==> src/rtl/loop_fuse_core.sv <==
module loop_fuse_core #(
  parameter int DW = 32,
  parameter int AW = 32
) (
  input  logic          clk,
  input  logic          rst_n,
  input  logic          start,
  input  logic [DW-1:0] trip_cnt,
  input  logic [AW-1:0] base_a,
  input  logic [AW-1:0] base_b,
  input  logic [AW-1:0] base_c,
  input  logic [AW-1:0] base_d,
  output logic          done,
  output logic          mem_req,
  output logic          mem_we,
  output logic [AW-1:0] mem_addr,
  output logic [DW-1:0] mem_wdata,
  input  logic [DW-1:0] mem_rdata
);
  localparam int WSH = 2;

  typedef enum logic [2:0] {
    S_IDLE, S_LDA, S_LDB, S_CAPB, S_LDD, S_CAPD, S_STC, S_FIN
  } st_t;

  st_t           st;
  logic [DW-1:0] idx, n_q;
  logic [DW-1:0] xv, yv, dv;
  logic [DW-1:0] idx_nxt;
  logic          more;
  logic          step;

  assign idx_nxt   = idx + 1'b1;
  assign more      = idx_nxt < n_q;
  assign step      = (st == S_STC);
  assign mem_wdata = dv + xv + yv + xv * yv;

  assign done    = (st == S_FIN);
  assign mem_req = (st == S_LDA) || (st == S_LDB) || (st == S_LDD) || step;
  assign mem_we  = step;

  always_comb begin
    case (st)
      S_LDA:   mem_addr = base_a + (AW'(idx) << WSH);
      S_LDB:   mem_addr = base_b + (AW'(idx) << WSH);
      S_LDD:   mem_addr = base_d + (AW'(yv) << WSH);
      S_STC:   mem_addr = base_c + (AW'(xv) << WSH);
      default: mem_addr = '0;
    endcase
  end

  always_ff @(posedge clk) begin
    if (!rst_n) begin
      st  <= S_IDLE;
      idx <= '0;
      n_q <= '0;
      xv  <= '0;
      yv  <= '0;
      dv  <= '0;
    end else begin
      case (st)
        S_IDLE: if (start) begin
          n_q <= trip_cnt;
          idx <= '0;
          st  <= (trip_cnt == '0) ? S_FIN : S_LDA;
        end
        S_LDA:  st <= S_LDB;
        S_LDB:  begin xv <= mem_rdata; st <= S_CAPB; end
        S_CAPB: begin yv <= mem_rdata; st <= S_LDD;  end
        S_LDD:  st <= S_CAPD;
        S_CAPD: begin dv <= mem_rdata; st <= S_STC;  end
        S_STC:  begin
          idx <= idx_nxt;
          st  <= more ? S_LDA : S_FIN;
        end
        default: st <= S_IDLE;
      endcase
    end
  end
endmodule

==> config.mk <==
export PLATFORM = sky130hd
export DESIGN_NAME = loop_fuse_core
export DESIGN_NICKNAME = d
export VERILOG_FILES = /design/src/rtl/loop_fuse_core.sv
export SDC_FILE = /design/constraint.sdc
export NUM_CORES = 2
export LEC_CHECK = 0
export CAP_MARGIN = 20
export CORE_AREA = 4 4 269 271
export DETAILED_ROUTE_END_ITERATION = 12
export DIE_AREA = 0 0 273 275
export DONT_BUFFER_PORTS = 1
export GPL_TIMING_DRIVEN = 1
export PLACE_DENSITY = 0.58
export SLEW_MARGIN = 20
export SYNTH_ARGS = -nofsm -noshare
export SYNTH_HDL_FRONTEND = slang
export SYNTH_SLANG_ARGS = --single-unit
export TNS_END_PERCENT = 10
==> constraint.sdc <==
create_clock -name clk -period 10.85 [get_ports clk]
set_clock_uncertainty 0.1 [all_clocks]
set_input_delay 2.17 -clock clk [delete_from_list [all_inputs] [get_ports clk]]
set_output_delay 2.17 -clock clk [all_outputs]
set_load 0.01 [all_outputs]
==> metrics.cfg <==
[clock_tree]
clk_latency_ns = 0.47
cts_buffer_depth = 2
cts_buffers = 17
htree_levels = 4
cts_tree = done
cts_hold_buf = 0
cts.clk_slew.worst_paths_ns = 0.09
clockRootBuffer = clkbuf_16
cts.sinks = 163

[floorplanning]
die_x_um = 273
rows = 97
ios = 262
core-area_um2 = 69790
start_util = 0.4478
dieArea_um2 = 75080
die_y_um = 275

[power_and_ir_drop]
cellInternalPower_w = 0.001217
leakage_nw = 14.41
total_power_w = 0.001989
p_per_area_nw_per_um2 = 60.17
seq_power_share = 0.331
pwr-share-comb = 0.318
ir_drop_mv = 0.1111
switchingPower_w = 0.0007714
p_sw_frac = 0.3879
clkPwrFrac = 0.351

[routing]
vias_per_cell = 5.358
dr.pass1.iters = 7
drc = 0
ant_nets = 0
wire_per_inst_um = 21.61
wl_mm = 102.3
num_vias = 25360
drt_iter0_drc = 1659

[synth]
synth_area_um2 = 31250
syn_inst = 3840
synth-async-reset-ratio = 0
synth_cell_types = 76
ys_seq_area_frac = 0.1044
synth_seq_cells = 163
ys_dominant_reg_cell = dfxtp_1
ys_warn_count = 0
syn_avg_cell_area_um2 = 8.137
syn-num-nets = 4787
synth_edf_count = 0

[run]
drv_cap = 0

[critical_path]
cp_common_cell = fa_1
critPathMaxStageDelay_ns = 0.81
crit_type = reg2out
crit_arrival_ns = 8.18
critPathMaxFanout = 16
crit_chain = buf_4 > and2_1 > fa_1 > inv_1 > fa_1 > fa_1 > fa_1 > inv_1 > fa_1 > fa_1 > fa_1 > inv_1 > fa_1 > inv_1 > ha_1 > or3_1 > a311oi_1 > a21oi_1 > o21ai_0 > nor3_1 > o22ai_1 > xnor2_1
cpMaxStageDelayCell = dfxtp_1
path_buf_inv = 5
worstPathRequired_ns = 8.58
path_depth = 22
path_delay_family = adder cells
cp-start-kind = flop
reg2regPathDepth = 14
end_kind = primary output

[worst_hold_path]
hp-class = reg2reg
min_path_cells = 2

[cells_and_area]
final_cell_mix = 677 x inv_1, 614 x nand2_1, 502 x fa_1, 250 x ha_1, 241 x nor2_1
fin_area_um2 = 33050
layout-drive-gt1-share = 0.03570
syn_to_final_growth_pct = 5.758
final_nets = 4716
layout_commonest_cell = inv_1
utilization = 0.4735
fill_cells = 6969

[sta]
finalSetupViolCount = 0
finalWorstSetupSlack_ns = 0.3973
hold_viol = 0
rsz0062_at_grt = no
fin_tns_setup_ns = 0
worst_slew_pin_slew_ns = 1.151
slew_headroom = 0.2325
max_freq_ghz = 0.09567
finalCritPeriodShare = 0.9634
drv_slew = 0
fin_crit_ns = 10.45

[run_status]
outcome = finished clean

[grt]
grt_remaining_overflow = 0
grt_max_degree = 164
grt_pass1_vias = 26280
track_usage = 0.2752
grt_first_pass_wirelength_mm = 158.3
grt_antenna_before_repair = 18

[placed_design]
post-place-ws_ns = 0.7019
gp_congestion = 0.9241
post_dp_cell_area_um2 = 32360
portBuffers = 0
dpl.hpwl_mm = 83.65

## logic make-up (layout without fill, tap and decap cells)
group,after synthesis,after routing,synth area share
compound gates,583,583,0.1264
other cells,0,11,0
xor+xnor,180,180,0.05045
mux,17,17,0.005486
fa+ha+maj,752,752,0.4217
buf+inv,846,788,0.1017
simple gates,1299,1299,0.1898
flops,163,163,0.1044
## metrics by stage
stage	std cells	hold slack, ns
after floorplan	3840	0.3435
after global placement	4690	0.3503
after detailed placement	4690	0.3556
after CTS	4722	0.3666
after global routing	4725	0.3829
final	4733	0.3642
## worst min-delay path, delay by kind of cell, from the launching register on
kind / cells / cell delay (ns)
DFF: 1 / 0.32
AOI/OAI and AO/OA: 1 / 0.06
and+or+nand+nor: 1 / 0.05
## power by group through the flow
stage | combinational, W | clock, W | sequential [W]
2_1_floorplan | 0.000454 | 0 | 0.000648
3_3_place_gp | 0.000629 | 0 | 0.000669
3_5_place_dp | 0.000632 | 0 | 0.000670
4_1_cts | 0.000635 | 0.000709 | 0.000656
5_1_grt | 0.000705 | 0.000729 | 0.000660
6_report | 0.000633 | 0.000698 | 0.000657
## metal layers
| layer | track usage | up-vias | share of wire |
|---|---|---|---|
| met5 | 0 | - | 0.00076 |
| met4 | 0.07583 | 12 | 0.030 |
| met3 | 0.07256 | 160 | 0.084 |
| met2 | 0.4677 | 793 | 0.47 |
| met1 | 0.3486 | 12530 | 0.41 |
| li1 | - | 11860 | - |
## Yosys cell counts (38+ instances only)
cell / number / share of area
inv_1: 677 / 0.081
nand2_1: 616 / 0.074
fa_1: 502 / 0.32
ha_1: 250 / 0.10
nor2_1: 241 / 0.029
and2_1: 209 / 0.042
dfxtp_1: 163 / 0.10
clkbuf_1: 148 / 0.018
a21boi_0: 135 / 0.032
xnor2_1: 133 / 0.037
a21oi_1: 131 / 0.021
o21ai_0: 82 / 0.013
xor2_1: 47 / 0.013
a21o_1: 44 / 0.011
nor3_1: 44 / 0.0070
nor2b_1: 39 / 0.0078
nand3_1: 38 / 0.0061
## sequential cells by signal, indices dropped and copies added (netlist names)
signal,count
dv,32
idx,32
n_q,32
st,3
xv,32
yv,32
## final timing paths
path                         to    start  slack (ns)
setup / recovery  mem_wdata[31]    yv[4]        0.40
hold / removal          n_q[21]  n_q[21]        0.36
setup reg to reg          st[2]   idx[0]        6.20
hold reg to reg         n_q[21]  n_q[21]        0.36
## cell type report
cell class	count	area [µm²]	area share
inverters	687	2579	0.07803
clock buffers	17	425.4	0.01287
repair buffers	69	518.0	0.01567
flip-flops and latches	163	3269	0.09893
multi-input cells	2831	24820	0.7511
diodes	11	27.53	0.0008330
well taps	940	1176	0.03559
clock inverters	15	231.5	0.007004
## repair_timing
item,in CTS,in global routing
resized for setup,0,3
endpoints found under the setup margin,0,1
endpoints found under the hold margin,0,0
buffers inserted,0,0
Note: power is estimated with default switching activity, not from simulation.
